### src/rtl/ard_pkg.sv
// Shared register map constants and types of the audio ring playback DMA.
package ard_pkg;
    localparam logic [7:0] A_CORE = 8'h04;
    localparam logic [7:0] A_CTRL = 8'h10;
    localparam logic [7:0] A_STAT = 8'h14;
    localparam logic [7:0] A_PCFG = 8'h1C;
    localparam logic [7:0] A_BLO  = 8'h20;
    localparam logic [7:0] A_BHI  = 8'h24;
    localparam logic [7:0] A_POS  = 8'h28;

    localparam int BURST_BYTES = 64;

    typedef struct packed {
        logic       run;
        logic       done_ie;
        logic       tout_ie;
        logic [2:0] width;
        logic [3:0] chans;
    } ctrl_t;
endpackage

### src/rtl/audio_ring_dma_regs.sv
// Register file: control, status flag with write-1-to-clear, ring geometry,
// base address, self-timed soft reset and the interrupt output.
// Assumes single-cycle writes and side-effect-free combinational reads.
module audio_ring_dma_regs
    import ard_pkg::*;
#(
    parameter int         OFS_W      = 20,
    parameter int         RST_CYCLES = 4,
    parameter logic [3:0] MAX_CH     = 4'd8,
    parameter logic [1:0] XFER_MODE  = 2'd2
) (
    input  logic             clk,
    input  logic             rst_n,
    input  logic             reg_we,
    input  logic [7:0]       reg_addr,
    input  logic [31:0]      reg_wdata,
    output logic [31:0]      reg_rdata,
    input  logic             period_done,
    input  logic [OFS_W-1:0] pos,
    output ctrl_t            ctrl,
    output logic             srst,
    output logic [63:0]      base,
    output logic [15:0]      pbytes,
    output logic [3:0]       pcount,
    output logic             flag,
    output logic             irq
);
    localparam int RC_W = $clog2(RST_CYCLES + 1);
    localparam logic [31:0] CORE_WORD = {16'h0, 1'b1, XFER_MODE, 1'b0, MAX_CH, 8'h00};

    logic [RC_W-1:0] rst_cnt;
    logic            wr_ctrl, wr_stat;

    assign wr_ctrl = reg_we && (reg_addr == A_CTRL);
    assign wr_stat = reg_we && (reg_addr == A_STAT);

    // Control fields and the soft reset countdown.
    always_ff @(posedge clk) begin
        if (!rst_n) begin
            ctrl    <= '0;
            srst    <= 1'b0;
            rst_cnt <= '0;
        end else if (wr_ctrl) begin
            ctrl.run     <= reg_wdata[0] && !reg_wdata[1];
            ctrl.done_ie <= reg_wdata[13];
            ctrl.tout_ie <= reg_wdata[14];
            ctrl.width   <= reg_wdata[18:16];
            ctrl.chans   <= reg_wdata[22:19];
            if (reg_wdata[1]) begin
                srst    <= 1'b1;
                rst_cnt <= RC_W'(RST_CYCLES);
            end
        end else if (srst) begin
            rst_cnt <= rst_cnt - 1'b1;
            if (rst_cnt == RC_W'(1)) srst <= 1'b0;
        end
    end

    // Ring geometry and base address registers.
    always_ff @(posedge clk) begin
        if (!rst_n) begin
            base   <= '0;
            pbytes <= '0;
            pcount <= '0;
        end else if (reg_we) begin
            if (reg_addr == A_PCFG) begin
                pbytes <= reg_wdata[15:0];
                pcount <= reg_wdata[19:16];
            end
            if (reg_addr == A_BLO) base[31:0]  <= reg_wdata;
            if (reg_addr == A_BHI) base[63:32] <= reg_wdata;
        end
    end

    // Completion flag: set by a period end, cleared by write-1 or soft reset.
    always_ff @(posedge clk) begin
        if (!rst_n || srst)                 flag <= 1'b0;
        else if (period_done)               flag <= 1'b1;
        else if (wr_stat && reg_wdata[31])  flag <= 1'b0;
    end

    assign irq = flag && ctrl.done_ie;

    // Read multiplexer.
    always_comb begin
        case (reg_addr)
            A_CORE:  reg_rdata = CORE_WORD;
            A_CTRL:  reg_rdata = {9'b0, ctrl.chans, ctrl.width, 1'b0, ctrl.tout_ie,
                                  ctrl.done_ie, 11'b0, srst, ctrl.run};
            A_STAT:  reg_rdata = {flag, 31'b0};
            A_PCFG:  reg_rdata = {12'b0, pcount, pbytes};
            A_BLO:   reg_rdata = base[31:0];
            A_BHI:   reg_rdata = base[63:32];
            A_POS:   reg_rdata = 32'(pos);
            default: reg_rdata = 32'h0;
        endcase
    end
endmodule

### src/rtl/audio_ring_dma_pos.sv
// Position tracker: byte offset in the ring, offset within the period and
// period index. Advances by one burst on burst_done and wraps at the ring end.
// Assumes the period length is a multiple of 64 and the count is at least 1.
module audio_ring_dma_pos
    import ard_pkg::*;
#(
    parameter int OFS_W = 20
) (
    input  logic             clk,
    input  logic             rst_n,
    input  logic             srst,
    input  logic             burst_done,
    input  logic [15:0]      pbytes,
    input  logic [3:0]       pcount,
    output logic [OFS_W-1:0] pos,
    output logic             period_last,
    output logic             period_done
);
    logic [15:0] in_period;
    logic [3:0]  pidx;
    logic        ring_last;

    assign period_last = ({1'b0, in_period} + 17'(BURST_BYTES)) >= {1'b0, pbytes};
    assign ring_last   = period_last && ((pidx + 4'd1) >= pcount);
    assign period_done = burst_done && period_last;

    // Advance the counters after each burst and wrap at the ring end.
    always_ff @(posedge clk) begin
        if (!rst_n || srst) begin
            pos       <= '0;
            in_period <= '0;
            pidx      <= '0;
        end else if (burst_done) begin
            if (period_last) begin
                in_period <= '0;
                pidx      <= ring_last ? 4'd0 : pidx + 4'd1;
                pos       <= ring_last ? '0 : pos + OFS_W'(BURST_BYTES);
            end else begin
                in_period <= in_period + 16'(BURST_BYTES);
                pos       <= pos + OFS_W'(BURST_BYTES);
            end
        end
    end
endmodule

### src/rtl/audio_ring_dma_fetch.sv
// Burst fetcher: issues 64-byte read bursts while run is set, accepts beats
// only while its one-beat output register can take them, and marks the last
// beat of a period. Assumes memory acks only while mem_req is high.
module audio_ring_dma_fetch
    import ard_pkg::*;
#(
    parameter int ADDR_W = 64,
    parameter int DATA_W = 64,
    parameter int OFS_W  = 20
) (
    input  logic              clk,
    input  logic              rst_n,
    input  logic              srst,
    input  logic              run,
    input  logic [63:0]       base,
    input  logic [OFS_W-1:0]  pos,
    input  logic              period_last,
    output logic              mem_req,
    output logic [ADDR_W-1:0] mem_addr,
    input  logic              mem_ack,
    input  logic [DATA_W-1:0] mem_rdata,
    output logic              m_tvalid,
    input  logic              m_tready,
    output logic [DATA_W-1:0] m_tdata,
    output logic              m_tlast,
    output logic              burst_done
);
    localparam int BEATS = BURST_BYTES / (DATA_W / 8);
    localparam int BC_W  = (BEATS > 1) ? $clog2(BEATS) : 1;

    logic            busy;
    logic [BC_W-1:0] beat;
    logic            take, last_beat;

    assign mem_addr   = ADDR_W'(base) + ADDR_W'(pos);
    assign mem_req    = busy && !srst && (!m_tvalid || m_tready);
    assign take       = mem_req && mem_ack;
    assign last_beat  = (beat == BC_W'(BEATS - 1));
    assign burst_done = take && last_beat;

    // Burst sequencing: start when idle and running, count accepted beats.
    always_ff @(posedge clk) begin
        if (!rst_n || srst) begin
            busy <= 1'b0;
            beat <= '0;
        end else if (!busy) begin
            busy <= run;
            beat <= '0;
        end else if (take) begin
            beat <= last_beat ? '0 : beat + 1'b1;
            busy <= !last_beat;
        end
    end

    // One-beat output register toward the stream sink.
    always_ff @(posedge clk) begin
        if (!rst_n || srst) begin
            m_tvalid <= 1'b0;
            m_tdata  <= '0;
            m_tlast  <= 1'b0;
        end else if (take) begin
            m_tvalid <= 1'b1;
            m_tdata  <= mem_rdata;
            m_tlast  <= period_last && last_beat;
        end else if (m_tready) begin
            m_tvalid <= 1'b0;
        end
    end
endmodule

### src/rtl/audio_ring_dma.sv
// Top level of the audio ring playback DMA: register file, position tracker
// and burst fetcher. Assumes one clock domain and a memory that never acks
// without a request.
module audio_ring_dma
    import ard_pkg::*;
#(
    parameter int         ADDR_W     = 64,
    parameter int         DATA_W     = 64,
    parameter int         OFS_W      = 20,
    parameter int         RST_CYCLES = 4,
    parameter logic [3:0] MAX_CH     = 4'd8,
    parameter logic [1:0] XFER_MODE  = 2'd2
) (
    input  logic              clk,
    input  logic              rst_n,
    input  logic              reg_we,
    input  logic [7:0]        reg_addr,
    input  logic [31:0]       reg_wdata,
    output logic [31:0]       reg_rdata,
    output logic              mem_req,
    output logic [ADDR_W-1:0] mem_addr,
    input  logic              mem_ack,
    input  logic [DATA_W-1:0] mem_rdata,
    output logic              m_axis_tvalid,
    input  logic              m_axis_tready,
    output logic [DATA_W-1:0] m_axis_tdata,
    output logic              m_axis_tlast,
    output logic              irq
);
    ctrl_t            ctrl;
    logic             srst, flag, period_done, period_last, burst_done;
    logic [63:0]      base;
    logic [15:0]      pbytes;
    logic [3:0]       pcount;
    logic [OFS_W-1:0] pos;

    audio_ring_dma_regs #(
        .OFS_W(OFS_W), .RST_CYCLES(RST_CYCLES), .MAX_CH(MAX_CH), .XFER_MODE(XFER_MODE)
    ) u_regs (
        .clk(clk), .rst_n(rst_n), .reg_we(reg_we), .reg_addr(reg_addr),
        .reg_wdata(reg_wdata), .reg_rdata(reg_rdata), .period_done(period_done),
        .pos(pos), .ctrl(ctrl), .srst(srst), .base(base), .pbytes(pbytes),
        .pcount(pcount), .flag(flag), .irq(irq)
    );

    audio_ring_dma_pos #(.OFS_W(OFS_W)) u_pos (
        .clk(clk), .rst_n(rst_n), .srst(srst), .burst_done(burst_done),
        .pbytes(pbytes), .pcount(pcount), .pos(pos), .period_last(period_last),
        .period_done(period_done)
    );

    audio_ring_dma_fetch #(.ADDR_W(ADDR_W), .DATA_W(DATA_W), .OFS_W(OFS_W)) u_fetch (
        .clk(clk), .rst_n(rst_n), .srst(srst), .run(ctrl.run), .base(base),
        .pos(pos), .period_last(period_last), .mem_req(mem_req), .mem_addr(mem_addr),
        .mem_ack(mem_ack), .mem_rdata(mem_rdata), .m_tvalid(m_axis_tvalid),
        .m_tready(m_axis_tready), .m_tdata(m_axis_tdata), .m_tlast(m_axis_tlast),
        .burst_done(burst_done)
    );
endmodule

### config.mk
export PLATFORM = sky130hd
export DESIGN_NAME = audio_ring_dma
export DESIGN_NICKNAME = d
export VERILOG_FILES = /design/src/rtl/ard_pkg.sv /design/src/rtl/audio_ring_dma_regs.sv /design/src/rtl/audio_ring_dma_pos.sv /design/src/rtl/audio_ring_dma_fetch.sv /design/src/rtl/audio_ring_dma.sv
export SDC_FILE = /design/constraint.sdc
export NUM_CORES = 1
export LEC_CHECK = 0
export ABC_AREA = 1
export BUFFER_PORTS_ARGS = -buffer_cell sky130_fd_sc_hd__buf_2
export CAP_MARGIN = 10
export CORE_AREA = 2 2 171 173
export DETAILED_ROUTE_END_ITERATION = 16
export DIE_AREA = 0 0 173 175
export PLACE_DENSITY = 0.66
export REMOVE_ABC_BUFFERS = 1
export SYNTH_ARGS = -nofsm -noshare
export SYNTH_HDL_FRONTEND = slang
export SYNTH_HIERARCHICAL = 1
export SYNTH_SLANG_ARGS = --single-unit
### constraint.sdc
create_clock -name clk -period 5.99 [get_ports clk]
set_clock_uncertainty 0.15 [all_clocks]
set_input_delay 0 -clock clk [delete_from_list [all_inputs] [get_ports clk]]
set_output_delay 0 -clock clk [all_outputs]
set_load 0.01 [all_outputs]
==> metrics.md <==
| Metric | Value |
|---|---|
| CTS tree | `built` |
| Initial antenna violation count | `0` |
| Post-synth EDFFs | `0` |
| Total routed wirelength | `43800 µm` |
| Async set or reset register ratio after synthesis | `0` |
| Tot GR Track Use | `0.282` |
| Io pins | `273` |
| Max Slew Vio Count | `0` |
| First-pass GRT wire length | `68500 µm` |
| Worst setup EP type | `flip-flop` |
| Cell Area, Placed | `13900 µm²` |
| Die width | `173 µm` |
| # diodes | `0` |
| Critical path fanouts, max | `68` |
| Die height | `175 µm` |
| Unrepaired setup endpoints after global routing | `no` |
| CP required | `6170 ps` |
| Hold Path Class | `input pin to flip-flop` |
| Most common cell after layout, fill and taps aside | `nand2_1` |
| DR vias | `13900` |
| Fmax | `328 MHz` |
| FF-to-FF End | `u_pos/pos[9]$_SDFFE_PP0P_` |
| Peak supply drop | `215 µV` |
| CTS Root Cell | `clkbuf_16` |
| Post-CTS Setup Bufs | `0` |
| Total gr overflow | `0` |
| Fin crit period | `3040 ps` |
| Vias per cell | `5.25` |
| Commonest non-fill, non-tap cells in the layout | `nand2_1, buf_2, inv_1` |
| Hold Violations, Final | `0` |
| Cts bufs inserted | `17` |
| Static Leakage | `7.40 nW` |
| Vias in the first global route | `13000` |
| Detail Route Antenna Nets | `0` |
| Port bufs | `272` |
| CP Class | `flip-flop to flip-flop` |
| Synthesized area | `12300 µm²` |
| Syn. warnings | `6` |
| Routed wire length per instance | `16.5 µm` |
| Final setup TNS | `0 ps` |
| Mapped Cells | `1925` |
| Synth Flop Type | `dfxtp_1` |
| Layout cells sized above 1 | `0.175` |
| Nets@finish | `2406` |
| Largest net degree at the start of global routing | `70` |
| Reg-to-Reg Start | `u_fetch/m_tvalid$_SDFFE_PP0P_` |
| Clock transition at the registers of the reported paths | `80 ps` |
| Ratio of final minimum period to clock period | `0.508` |
| Slew margin rel. | `0.235` |
| Cell Pwr Density | `173 nW/µm²` |
| Worst slew pin tran | `1150 ps` |
| Gp weighted congestion | `0.981` |
| Distinct cell type count of the synthesized netlist | `46` |
| Max H-tree Level | `4` |
| DP HPWL | `32200 µm` |
| DRC | `0` |
| Reg-to-reg slack, setup | `2950 ps` |
| Post-synthesis sequential element count | `197` |
| Status | `complete, no violations` |
| MaxCap Viol Count | `0` |
| Core box area | `28400 µm²` |
| Die area | `30300 µm²` |
| Startpoint types | `flip-flop` |
| Min-delay src | `reg_addr[2]` |
| # setup viols final | `0` |
| Rows | `62` |
| WHS Path Cells | `6` |
| Worst-Skew Late Latency | `450 ps` |
| Hold path endpoint | `u_regs/flag$_SDFFE_PP0P_` |
| Max clock buf depth | `2` |
| DRT iter0 DRCs | `1171` |
| Syn Area/Cell | `6.38 µm²` |
| CTS sink cnt | `197` |
| Path depth of the worst reg2reg path | `12` |
| TritonRoute pass-1 iters | `6` |
| Post-route cell area | `15500 µm²` |
| Area delta synth->final | `25.9%` |
| Data arrival, critical path | `3230 ps` |
| Register area share after synthesis | `0.321` |
| Starting Density | `0.432` |
==> state kept, by name, indices dropped and copies added (netlist names) <==
name / cells
u_pos/pos: 14
u_regs/srst: 1
u_regs/flag: 1
u_fetch/m_tvalid: 1
u_fetch/beat: 3
u_regs/pcount: 4
u_fetch/m_tdata: 64
u_regs/rst_cnt: 3
u_regs/base: 64
u_fetch/m_tlast: 1
u_pos/pidx: 4
u_regs/ctrl: 10
u_regs/pbytes: 16
u_pos/in_period: 10
u_fetch/busy: 1
==> stage by stage <==
step	utilization	power (mW)	std cells	hold WS [ps]	setup WS, ps
floorplan	-	1.38	1853	-29.2	877
global placement	0.488	1.46	2518	96.4	3010
detailed placement	0.488	1.46	2518	102	2930
CTS	0.545	2.68	2651	2.19	2930
global route	0.545	2.75	2651	62.4	2620
finish	0.545	2.67	2651	18.4	2950
==> critical path: stages (launching register included) <==
cell	delay [ps]
dfxtp_1	310
inv_1	50
nor2_1	30
inv_1	60
nand2_1	80
nor2_4	80
buf_4	540
nand2_2	150
nor2_4	560
inv_1	450
nor2_1	240
xor2_1	180
nor2_2	50
==> routing by layer <==
metal / vias to the layer above / wire, µm / global-route usage
met5: - / 0 / 0
li1: 6816 / - / -
met2: 640 / 20200 / 0.462
met3: 77 / 3750 / 0.0505
met4: 0 / 1620 / 0.121
met1: 6393 / 18200 / 0.365
==> logic make-up (layout without fill, tap and decap cells) <==
| logic type | after synthesis | after routing | synth area share |
|---|---|---|---|
| simple gates | 1019 | 1019 | 0.372 |
| buf+inv | 329 | 666 | 0.108 |
| compound gates | 287 | 287 | 0.119 |
| flops | 197 | 197 | 0.321 |
| xor+xnor | 50 | 50 | 0.0357 |
| fa+ha+maj | 42 | 42 | 0.0434 |
| other cells | 1 | 6 | 0.000305 |
==> worst max path at each step <==
stage / from / endpoint / slack [ps] / depth (start not counted)
2_1_floorplan: u_fetch/m_tvalid$_SDFFE_PP0P_ / u_pos/pos[18]$_SDFFE_PP0P_ / 880 / 13
3_3_place_gp: u_fetch/m_tvalid$_SDFFE_PP0P_ / u_pos/pos[9]$_SDFFE_PP0P_ / 3010 / 12
3_5_place_dp: u_fetch/m_tvalid$_SDFFE_PP0P_ / u_pos/pos[9]$_SDFFE_PP0P_ / 2930 / 12
4_1_cts: u_fetch/m_tvalid$_SDFFE_PP0P_ / u_pos/pos[9]$_SDFFE_PP0P_ / 2930 / 12
5_1_grt: u_fetch/m_tvalid$_SDFFE_PP0P_ / u_pos/pos[17]$_SDFFE_PP0P_ / 2620 / 12
6_report: u_fetch/m_tvalid$_SDFFE_PP0P_ / u_pos/pos[9]$_SDFFE_PP0P_ / 2950 / 12
==> what timing repair did <==
| item | 4_1_cts | 5_1_grt |
|---|---|---|
| hold endpoints to repair | 164 | 0 |
| hold buffers | 102 | 0 |
| gates resized for setup | 0 | 0 |
==> where the power goes <==
| group | switching [mW] | internal (mW) |
|---|---|---|
| Combinational | 0.0931 | 0.0824 |
| Sequential | 0.00175 | 1.31 |
| Clock | 0.575 | 0.611 |
| Total | 0.670 | 2.00 |
==> layout make-up <==
cell class	count	area, µm²
Fill cell	2825	12900
Multi-Input combinational cell	1404	7050
Sequential cell	197	3940
Timing Repair Buffer	383	2450
Inverter	252	946
Tap cell	384	480
Clock buffer	19	453
Clock inverter	12	140
==> synthesized netlist by cell type, types with 4 or more instances <==
cell        n  area share
nor2_1    106       0.032
nand2_2    16      0.0082
nor2_4      7      0.0064
dfxtp_1   197        0.32
buf_4       9      0.0055
ha_1       41       0.042
nand4_1    37       0.019
inv_2      14      0.0043
nand3_2     5      0.0041
nor3_2      7      0.0057
nor3_1     20      0.0082
o21ai_0    68       0.028
a21oi_1   198       0.081
buf_1       5      0.0015
nand2_1   576        0.18
nor2_2     19      0.0097
clkbuf_1   38       0.012
or2_2       4      0.0020
inv_1     236       0.072
o211ai_1    5      0.0031
o21ai_1    11      0.0045
buf_2      22      0.0090
nand3_1   186       0.076
nand3b_1   18       0.011
xor2_1     48       0.034
(Power assumes the default switching activity.)
